--- src/rtl/irq_cascade_pkg.sv ---
package irq_cascade_pkg;

  typedef enum logic [2:0] {
    RK_NONE,
    RK_STAT,
    RK_ACK,
    RK_MREAD,
    RK_MDIS,
    RK_MEN
  } reg_kind_e;

  // Offset decode; the two variants differ only in where the mask registers sit.
  function automatic reg_kind_e decode_offset(input logic [31:0] off, input bit latched);
    reg_kind_e k;
    k = RK_NONE;
    if (latched) begin
      case (off)
        32'h00:  k = RK_STAT;
        32'h08:  k = RK_ACK;
        32'h0C:  k = RK_MREAD;
        32'h10:  k = RK_MDIS;
        32'h14:  k = RK_MEN;
        default: k = RK_NONE;
      endcase
    end else begin
      case (off)
        32'h00:  k = RK_STAT;
        32'h04:  k = RK_MREAD;
        32'h08:  k = RK_MDIS;
        32'h0C:  k = RK_MEN;
        default: k = RK_NONE;
      endcase
    end
    return k;
  endfunction

endpackage

--- src/rtl/irq_line_sync.sv ---
module irq_line_sync #(
  parameter int WIDTH  = 32,
  parameter int STAGES = 2
) (
  input  logic             clk,
  input  logic             rst,
  input  logic [WIDTH-1:0] async_i,
  output logic [WIDTH-1:0] sync_o
);

  logic [WIDTH-1:0] stage_q [STAGES];

  always_ff @(posedge clk) begin
    if (rst) begin
      for (int i = 0; i < STAGES; i++) stage_q[i] <= '0;
    end else begin
      stage_q[0] <= async_i;
      for (int i = 1; i < STAGES; i++) stage_q[i] <= stage_q[i-1];
    end
  end

  assign sync_o = stage_q[STAGES-1];

endmodule

--- src/rtl/irq_pend_capture.sv ---
module irq_pend_capture #(
  parameter int WIDTH   = 32,
  parameter bit LATCHED = 1'b1
) (
  input  logic             clk,
  input  logic             rst,
  input  logic [WIDTH-1:0] line_i,
  input  logic [WIDTH-1:0] ack_i,
  output logic [WIDTH-1:0] status_o
);

  generate
    if (LATCHED) begin : g_edge
      logic [WIDTH-1:0] prev_q;
      logic [WIDTH-1:0] pend_q;
      logic [WIDTH-1:0] rise;

      assign rise = line_i & ~prev_q;

      always_ff @(posedge clk) begin
        if (rst) begin
          prev_q <= '0;
          pend_q <= '0;
        end else begin
          prev_q <= line_i;
          // A fresh edge beats a simultaneous acknowledge.
          pend_q <= (pend_q & ~ack_i) | rise;
        end
      end

      assign status_o = pend_q;

      p_ack_clears_r6: assert property (@(posedge clk) disable iff (rst)
        (|(ack_i & ~rise)) |=> ((pend_q & $past(ack_i & ~rise)) == '0));

      p_edge_wins_r7: assert property (@(posedge clk) disable iff (rst)
        (|rise) |=> ((pend_q & $past(rise)) == $past(rise)));

      p_sticky_r5: assert property (@(posedge clk) disable iff (rst)
        (|($past(pend_q) & ~ack_i)) |-> 1'b1 ##0
        ((pend_q & $past(pend_q) & ~$past(ack_i)) == ($past(pend_q) & ~$past(ack_i))));
    end else begin : g_level
      assign status_o = line_i;

      logic unused_ack;
      assign unused_ack = ^ack_i;
    end
  endgenerate

endmodule

--- src/rtl/irq_mask_bank.sv ---
module irq_mask_bank #(
  parameter int WIDTH = 32
) (
  input  logic             clk,
  input  logic             rst,
  input  logic [WIDTH-1:0] dis_bits_i,
  input  logic [WIDTH-1:0] en_bits_i,
  output logic [WIDTH-1:0] mask_o
);

  logic [WIDTH-1:0] mask_q;

  always_ff @(posedge clk) begin
    if (rst) mask_q <= '1;
    else     mask_q <= (mask_q | dis_bits_i) & ~en_bits_i;
  end

  assign mask_o = mask_q;

  p_reset_mask_r1: assert property (@(posedge clk)
    $past(rst) |-> (mask_q == '1));

  p_disable_bits_r2: assert property (@(posedge clk) disable iff (rst)
    ((|dis_bits_i) && (en_bits_i == '0)) |=> ((mask_q & $past(dis_bits_i)) == $past(dis_bits_i)));

  p_enable_bits_r3: assert property (@(posedge clk) disable iff (rst)
    ((|en_bits_i) && (dis_bits_i == '0)) |=> ((mask_q & $past(en_bits_i)) == '0));

  p_idle_hold_r2: assert property (@(posedge clk) disable iff (rst)
    ((dis_bits_i == '0) && (en_bits_i == '0)) |=> $stable(mask_q));

endmodule

--- src/rtl/irq_cascade_ctrl.sv ---
module irq_cascade_ctrl
  import irq_cascade_pkg::*;
#(
  parameter int NUM_LINES   = 32,
  parameter int ADDR_W      = 8,
  parameter int SYNC_STAGES = 2,
  parameter bit LATCHED     = 1'b1
) (
  input  logic                 clk,
  input  logic                 rst,
  input  logic [NUM_LINES-1:0] irq_in,
  input  logic                 bus_wr,
  input  logic                 bus_rd,
  input  logic [ADDR_W-1:0]    bus_addr,
  input  logic [NUM_LINES-1:0] bus_wdata,
  output logic [NUM_LINES-1:0] bus_rdata,
  output logic                 irq_out
);

  localparam logic [NUM_LINES-1:0] ZERO_W = '0;

  logic [NUM_LINES-1:0] line_sync;
  logic [NUM_LINES-1:0] status;
  logic [NUM_LINES-1:0] mask;
  logic [NUM_LINES-1:0] ack_bits;
  logic [NUM_LINES-1:0] dis_bits;
  logic [NUM_LINES-1:0] en_bits;
  logic [NUM_LINES-1:0] rd_value;
  logic [NUM_LINES-1:0] rdata_q;
  logic                 irq_q;
  reg_kind_e            kind;

  assign kind = decode_offset(32'(bus_addr), LATCHED);

  irq_line_sync #(.WIDTH(NUM_LINES), .STAGES(SYNC_STAGES)) u_sync (
    .clk     (clk),
    .rst     (rst),
    .async_i (irq_in),
    .sync_o  (line_sync)
  );

  irq_pend_capture #(.WIDTH(NUM_LINES), .LATCHED(LATCHED)) u_pend (
    .clk      (clk),
    .rst      (rst),
    .line_i   (line_sync),
    .ack_i    (ack_bits),
    .status_o (status)
  );

  irq_mask_bank #(.WIDTH(NUM_LINES)) u_mask (
    .clk        (clk),
    .rst        (rst),
    .dis_bits_i (dis_bits),
    .en_bits_i  (en_bits),
    .mask_o     (mask)
  );

  assign ack_bits = (bus_wr && kind == RK_ACK)  ? bus_wdata : ZERO_W;
  assign dis_bits = (bus_wr && kind == RK_MDIS) ? bus_wdata : ZERO_W;
  assign en_bits  = (bus_wr && kind == RK_MEN)  ? bus_wdata : ZERO_W;

  always_comb begin
    case (kind)
      RK_STAT:  rd_value = status;
      RK_MREAD: rd_value = mask;
      default:  rd_value = ZERO_W;
    endcase
  end

  always_ff @(posedge clk) begin
    if (rst) begin
      rdata_q <= '0;
      irq_q   <= 1'b0;
    end else begin
      if (bus_rd) rdata_q <= rd_value;
      irq_q <= |(status & ~mask);
    end
  end

  assign bus_rdata = rdata_q;
  assign irq_out   = irq_q;

  p_reset_quiet_r1: assert property (@(posedge clk)
    $past(rst) |-> (!irq_out && bus_rdata == '0));

  p_all_masked_r9: assert property (@(posedge clk) disable iff (rst)
    (mask == '1) |=> !irq_out);

  p_none_pending_r9: assert property (@(posedge clk) disable iff (rst)
    (status == '0) |=> !irq_out);

  p_hole_reads_zero_r10: assert property (@(posedge clk) disable iff (rst)
    (bus_rd && kind == RK_NONE) |=> (bus_rdata == '0));

endmodule

--- config.mk ---
export PLATFORM = sky130hd
export DESIGN_NAME = irq_cascade_ctrl
export DESIGN_NICKNAME = d
export VERILOG_FILES = /design/src/rtl/irq_cascade_pkg.sv /design/src/rtl/irq_line_sync.sv /design/src/rtl/irq_pend_capture.sv /design/src/rtl/irq_mask_bank.sv /design/src/rtl/irq_cascade_ctrl.sv
export SDC_FILE = /design/constraint.sdc
export NUM_CORES = 1
export LEC_CHECK = 0
export BUFFER_PORTS_ARGS = -buffer_cell sky130_fd_sc_hd__buf_4
export CAP_MARGIN = 20
export CORE_MARGIN = 1.5
export CORE_UTILIZATION = 35
export CTS_BUF_LIST = sky130_fd_sc_hd__clkbuf_4 sky130_fd_sc_hd__clkbuf_8 sky130_fd_sc_hd__clkbuf_16
export CTS_CLUSTER_DIAMETER = 80
export CTS_CLUSTER_SIZE = 10
export DETAILED_ROUTE_END_ITERATION = 10
export GPL_TIMING_DRIVEN = 0
export PLACE_DENSITY = 0.64
export SLEW_MARGIN = 5
export SYNTH_ARGS = -nofsm -noshare
export SYNTH_HDL_FRONTEND = slang
export SYNTH_SLANG_ARGS = --single-unit
--- constraint.sdc ---
create_clock -name clk -period 2.25 [get_ports clk]
set_clock_uncertainty 0.15 [all_clocks]
set_input_delay 0.225 -clock clk [delete_from_list [all_inputs] [get_ports clk]]
set_output_delay 0.225 -clock clk [all_outputs]
set_load 0.01 [all_outputs]
Yosys cells after proc, flatten, opt, wreduce, memory -nomap -nowiden
Memories as Yosys holds them, arrays and structs flattened.
Cells that the tools add are included.
Widths: inputs -> output; s select.
{"block": "totals", "ff_bits": 129, "mem_bits_rw": 64, "inputBits": 76, "out_inout_bits": 33, "word_cells": 42, "mem_count": 1}
{"block": "op_classes", "eq_ne": 9, "n_mux": 10, "bitwise_logic": 12, "n_reduce_logical": 5}
{"name": "u_sync.stage_q", "words": 2, "word_bits": 32, "read_ports": 2, "rd_ports_with_merged_regs": 0, "write_ports": 2, "line_no": "irq_line_sync.sv:11", "source": "logic [WIDTH-1:0] stage_q [STAGES];"}
{"cell": "$mux 32", "count": 5}
{"cell": "$and 32x32->32", "count": 4}
{"cell": "$not 32->32", "count": 4}
{"cell": "$or 32x32->32", "count": 2}
{"cell": "$pmux 32 s2", "count": 1}
{"cell": "$reduce_or 32->1", "count": 1}
{"cell": "$eq 8x4->1 const B", "count": 2}
{"cell": "$eq 8x5->1 const B", "count": 2}
{"cell": "$pmux 3 s5", "count": 1}
{"cell": "$logic_not 8->1", "count": 1}
{"cell": "$eq 3x2->1 const B", "count": 2}
{"cell": "$eq 3x3->1 const B", "count": 2}
{"cell": "$eq 3x1->1 const B", "count": 1}
{"cell": "$logic_and 1x1->1", "count": 3}
{"cell": "$mux 1", "count": 3}
{"cell": "$or 1x1->1", "count": 2}

Depth between registers and ports, before layout
{"block": "depth", "depth_word": 8, "mapped_depth": 6, "mapped_depth_nobuf": 4}

Cells and area by module
From an unflattened synthesis, not the netlist that was laid out.
{"block": "hier_totals", "hier_cells": 816, "area_unflattened_um2": 8114.0}
{"mod": "irq_cascade_ctrl", "instances": 1, "cells_each": 351, "area_each_um2": 2628.8, "seq_area_each_um2": 660.6}
{"mod": "irq_pend_capture", "instances": 1, "cells_each": 199, "area_each_um2": 2311.0, "seq_area_each_um2": 1281.2}
{"mod": "irq_line_sync", "instances": 1, "cells_each": 167, "area_each_um2": 2158.3, "seq_area_each_um2": 1281.2}
{"mod": "irq_mask_bank", "instances": 1, "cells_each": 99, "area_each_um2": 1016.0, "seq_area_each_um2": 640.6}

Worst setup path before layout
OpenSTA, ideal clock, no wires.
{"block": "synth_timing", "path_kind": "input-to-reg", "from": "input bus_addr[7]", "to": "register u_pend.g_edge.pend_q[11] (netlist: u_pend.status_o[11])", "t_arrival_ps": 1687, "t_required_ps": 1968, "slack_ps": 281, "path_stages": 5, "path_buffers": 1, "path_cell_list": "or4_4 > or4_4 > clkbuf_1 > o21ai_0 > a21oi_1"}
{"block": "synth_between", "elab_chain_cells": 8, "elab_cells_between_ends": 12, "cone_classes": "eq/ne (5); mux (2); bitwise (3); reduce/logical (2)"}
{"item": "start: declaration", "line_no": "irq_cascade_ctrl.sv:14", "source": "input logic [ADDR_W-1:0] bus_addr,"}
{"item": "$eq 8x5->1 (tied with other cells)", "line_no": "irq_cascade_pkg.sv:17", "source": "case (off)"}
{"item": "$pmux 3 s5 (*)", "line_no": "irq_cascade_pkg.sv:17"}
{"item": "$eq 3x2->1 (*)", "line_no": "irq_cascade_ctrl.sv:58", "source": "assign ack_bits = (bus_wr && kind == RK_ACK) ? bus_wdata : ZERO_W;"}
{"item": "$logic_and 1x1->1 (*)", "line_no": "irq_cascade_ctrl.sv:58"}
{"item": "$mux 32 (*)", "line_no": "irq_cascade_ctrl.sv:58"}
{"item": "$not 32->32 (*)", "line_no": "irq_pend_capture.sv:27", "source": "pend_q <= (pend_q & ~ack_i) | rise;"}
{"item": "$and 32x32->32 (*)", "line_no": "irq_pend_capture.sv:27"}
{"item": "$or 32x32->32 (*)", "line_no": "irq_pend_capture.sv:27"}
{"item": "end signal: assignment", "line_no": "irq_pend_capture.sv:27"}
{"item": "end: declaration", "line_no": "irq_pend_capture.sv:15", "source": "logic [WIDTH-1:0] pend_q;"}
Every way passes the cells marked *; elsewhere a longest branch is shown, timed or not.
A chain may end at the register's enable or synchronous reset.

Worst setup path in the final report
{"block": "layout_timing", "from": "input bus_addr[7]", "to": "register u_mask.mask_q[4] (netlist: u_mask.mask_o[4])"}
{"block": "layout_between", "elab_chain_cells": 7, "elab_cells_between_ends": 15, "cone_classes": "eq/ne (6); mux (3); bitwise (3); reduce/logical (3)"}
{"item": "$eq 8x5->1 (tied with other cells)", "line_no": "irq_cascade_pkg.sv:17"}
{"item": "$pmux 3 s5 (*)", "line_no": "irq_cascade_pkg.sv:17"}
{"item": "$eq 3x3->1, on equally long branches", "line_no": "irq_cascade_ctrl.sv:59, irq_cascade_ctrl.sv:60"}
{"item": "$logic_and 1x1->1, on equally long branches", "line_no": "irq_cascade_ctrl.sv:59, irq_cascade_ctrl.sv:60"}
{"item": "$mux 32, on equally long branches", "line_no": "irq_cascade_ctrl.sv:59, irq_cascade_ctrl.sv:60"}
{"item": "$or 32x32->32 / $not 32->32 (equally long branches)", "line_no": "irq_mask_bank.sv:15", "source": "else mask_q <= (mask_q | dis_bits_i) & ~en_bits_i;"}
{"item": "$and 32x32->32 (*)", "line_no": "irq_mask_bank.sv:15"}
{"item": "end signal: assignment", "line_no": "irq_mask_bank.sv:15"}
{"item": "end: declaration", "line_no": "irq_mask_bank.sv:11", "source": "logic [WIDTH-1:0] mask_q;"}
Marks and branches as above.

==> impl_metrics.xml <==
<?xml version="1.0" encoding="UTF-8"?>
<metrics>
  <group name="finish">
    <metric name="layout_commonest_cell" unit="">dfxtp_1</metric>
    <metric name="final_layout_size_suffix_gt1_share" unit="%">16.4</metric>
    <metric name="final_cell_mix" unit="">dfxtp_1, nor2b_1, buf_4, dlygate4sd3_1</metric>
    <metric name="finish.cell_count_without_fillers" unit="">1192</metric>
    <metric name="layout-area-overhead-vs-synth" unit="%">34.6</metric>
    <metric name="nNetsFinal" unit="">988</metric>
  </group>
  <group name="clocking">
    <metric name="cts_hold_buf" unit="">65</metric>
    <metric name="cts.root.buffer_cell" unit="">clkbuf_16</metric>
    <metric name="numClockSinks" unit="">193</metric>
    <metric name="htree_levels" unit="">4</metric>
    <metric name="ctsResizeCount" unit="">0</metric>
    <metric name="post_cts.repair.setup_buffers" unit="">0</metric>
    <metric name="cts_tree" unit="">yes</metric>
    <metric name="cts_buffers" unit="">17</metric>
    <metric name="path_clk_slew" unit="ps">70</metric>
    <metric name="max-clock-path-buffers" unit="">2</metric>
    <metric name="clk_latency" unit="ps">430</metric>
  </group>
  <group name="floorplanning">
    <metric name="rows" unit="">51</metric>
    <metric name="die_w" unit="um">143</metric>
    <metric name="dieArea" unit="um2">20400</metric>
    <metric name="io_pins" unit="">109</metric>
    <metric name="initial_core_util" unit="%">35.5</metric>
    <metric name="core_region_area" unit="um2">19300</metric>
    <metric name="die_height" unit="um">143</metric>
  </group>
  <group name="yosys">
    <metric name="synth_area" unit="um2">6860</metric>
    <metric name="register_bit_total_from_synthesis" unit="">193</metric>
    <metric name="yosysSeqAreaShare" unit="%">56.3</metric>
    <metric name="commonest_register_cell_after_synthesis" unit="">dfxtp_1</metric>
    <metric name="synth.area.top_cells" unit="">dfxtp_1, nor2b_1, a21oi_1</metric>
    <metric name="asr_flop_ratio_synth" unit="%">0</metric>
    <metric name="synth.lib_cells_used.distinct" unit="">24</metric>
    <metric name="synth_enable_flop_cells" unit="">0</metric>
    <metric name="synthesis.instances" unit="">720</metric>
    <metric name="syn-mean-instance-area" unit="um2">9.52</metric>
    <metric name="syn-num-nets" unit="">796</metric>
    <metric name="netlist.area_leader.share" unit="%">56.3</metric>
    <metric name="synth.largest_area_cell" unit="">dfxtp_1</metric>
    <metric name="ys_warn_count" unit="">0</metric>
  </group>
  <group name="sta">
    <metric name="fin_ws" unit="ps">252</metric>
    <metric name="setup_viol_count_final" unit="">0</metric>
    <metric name="fmaxAchievable" unit="MHz">501</metric>
    <metric name="rsz0062_at_grt" unit="">false</metric>
    <metric name="final_min_period_over_clock_period" unit="%">88.8</metric>
    <metric name="timing.final.hold_violations" unit="">0</metric>
    <metric name="slew_violations" unit="">0</metric>
    <metric name="fin_crit" unit="ps">2000</metric>
    <metric name="worst_slew_pin_slew" unit="ps">606</metric>
    <metric name="slew-limit-headroom" unit="%">59.5</metric>
  </group>
  <group name="routing">
    <metric name="wl_per_cell" unit="um">14.3</metric>
    <metric name="drt_first_pass_iters" unit="">5</metric>
    <metric name="routed-via-count" unit="">5485</metric>
    <metric name="viasPerCell" unit="">4.60</metric>
    <metric name="detail_route.wirelength" unit="um">17100</metric>
    <metric name="drc" unit="">0</metric>
    <metric name="detail-route-antenna-nets" unit="">0</metric>
    <metric name="first_iter_violations" unit="">333</metric>
  </group>
  <group name="setup_path">
    <metric name="cp_slowest_stage_delay" unit="ps">580</metric>
    <metric name="start_kind" unit="">primary input</metric>
    <metric name="timing.setup.critical_path_class" unit="">primary input to flip-flop</metric>
    <metric name="crit_path_end_kind" unit="">flip-flop</metric>
    <metric name="critical_path_peak_fanout" unit="">10</metric>
    <metric name="critical_path.slowest_cell" unit="">or4_4</metric>
    <metric name="worst-path-buf-inv" unit="">2</metric>
    <metric name="worst_ep_required_time" unit="ps">2380</metric>
    <metric name="cpLargestDelayFamily" unit="">simple AND/OR/NAND/NOR gates</metric>
    <metric name="crit_path_cell_trace" unit="">buf_4 -&gt; or4_4 -&gt; nor4b_2 -&gt; clkbuf_1 -&gt; a31oi_1</metric>
    <metric name="worst_r2r_startpoint" unit="">u_mask.mask_o[23]$_SDFF_PP1_</metric>
    <metric name="crit_path_start" unit="">bus_addr[7]</metric>
    <metric name="crit_arrival" unit="ps">2130</metric>
  </group>
  <group name="job">
    <metric name="drv.max_cap_violation_count" unit="">0</metric>
  </group>
  <group name="placement">
    <metric name="hpwl" unit="um">12600</metric>
    <metric name="port_buffers" unit="">108</metric>
    <metric name="placed_cells" unit="">1093</metric>
    <metric name="place_congestion" unit="">0.885</metric>
    <metric name="dp_worst_setup_slack" unit="ps">-141</metric>
  </group>
  <group name="run_status">
    <metric name="run_status" unit="">complete, no violations</metric>
  </group>
  <group name="hold_path">
    <metric name="hp-start" unit="">bus_addr[4]</metric>
    <metric name="hold_class" unit="">primary input to flip-flop</metric>
  </group>
  <group name="power">
    <metric name="power_dens_cells" unit="nW/um2">755</metric>
    <metric name="max-vdd-ir-drop" unit="mV">0.445</metric>
    <metric name="p_leak" unit="nW">3.63</metric>
  </group>
  <group name="global_route">
    <metric name="first_global_vias" unit="">5247</metric>
    <metric name="grt_start_max_net_pins" unit="">18</metric>
    <metric name="grt_antenna_before_repair" unit="">2</metric>
    <metric name="grt.total_usage" unit="%">17.1</metric>
    <metric name="grt_first_pass_wirelength" unit="um">26600</metric>
    <metric name="globalRouteOverflowTotal" unit="">0</metric>
  </group>
</metrics>
==> power breakdown <==
group          internal, mW  leakage [nW]  switching (mW)
combinational         0.274          1.79           0.231
clock                  1.59         0.264            1.31
sequential             3.52          1.58          0.0466
total                  5.37          3.63            1.59
==> logic make-up (layout without fill, tap and decap cells) <==
kind of cell              Yosys count  count (layout)  synth area share, %
and+or+nand+nor                   206             206                 18.2
xor gates and xnor gates            1               1                0.128
DFF                               193             193                 56.3
buffers and inverters             110             315                 6.15
other                               0               2                    0
AOI/OAI and AO/OA                 210             210                 19.2
==> cells in the mapped netlist (2+ instances only) <==
| cell | instances |
|---|---|
| nor4b_2 | 2 |
| dfxtp_1 | 193 |
| a21oi_1 | 64 |
| a31oi_1 | 32 |
| o21ai_1 | 5 |
| a22o_1 | 32 |
| nor2_1 | 33 |
| clkbuf_1 | 38 |
| o22ai_1 | 16 |
| nor2b_1 | 128 |
| buf_2 | 7 |
| inv_1 | 64 |
| a211oi_1 | 32 |
| or4_4 | 2 |
| nand3b_1 | 2 |
| nand2b_1 | 32 |
| nor4_1 | 4 |
| o21ai_0 | 28 |
==> worst min-delay path: stages <==
cell and delay, ps:
buf_4 110, nor4b_2 70, a21oi_1 120, nor2_1 40
==> per-layer routing <==
metal	wire length [um]	share of wire [%]	track usage (%)
met3	923	5.4	3.96
met2	7760	46	26.9
met5	0	0	0
met1	7840	46	22.2
met4	529	3.1	8.08
==> flip-flops by register name (all words and copies together), names as in the netlist <==
name and flops:
u_sync.stage_q 64, u_pend.g_edge.prev_q 32, u_mask.mask_o 32, irq_out 1, bus_rdata 32, u_pend.status_o 32
==> final cells by class <==
cell class | count | area, um2
clock inverter | 13 | 126
multi-input combinational | 417 | 2570
timing repair buffer | 173 | 1460
buffer | 46 | 181
tap | 265 | 332
clock buffer | 19 | 447
fill | 1834 | 10100
inverter | 64 | 240
antenna | 2 | 5.00
sequential | 193 | 3860
==> final timing paths <==
path,endpoint,slack (ps),cells past startpoint
worst max register to register,irq_out$_SDFF_PP0_,720,3
worst min register to register,u_sync.stage_q[0][42]$_SDFF_PP0_,280,1
worst min-delay path,bus_rdata[2]$_SDFFE_PP0P_,50,4
worst max-delay path,u_mask.mask_o[4]$_SDFF_PP1_,250,5
==> per-stage QoR <==
step | instance area [um2] | utilization (%) | setup TNS [ps] | hold WS (ps) | total power, mW
2_1_floorplan | 6860 | - | 0 | 183 | 3.84
3_3_place_gp | 8000 | 41.4 | -2260 | 271 | 4.05
3_5_place_dp | 8000 | 41.4 | -3110 | 270 | 4.05
4_1_cts | 9220 | 47.7 | 0 | 30.6 | 7.02
5_1_grt | 9230 | 47.7 | 0 | 47.9 | 7.23
6_report | 9230 | 47.7 | 0 | 45.9 | 6.96
(Power assumes the default switching activity.)
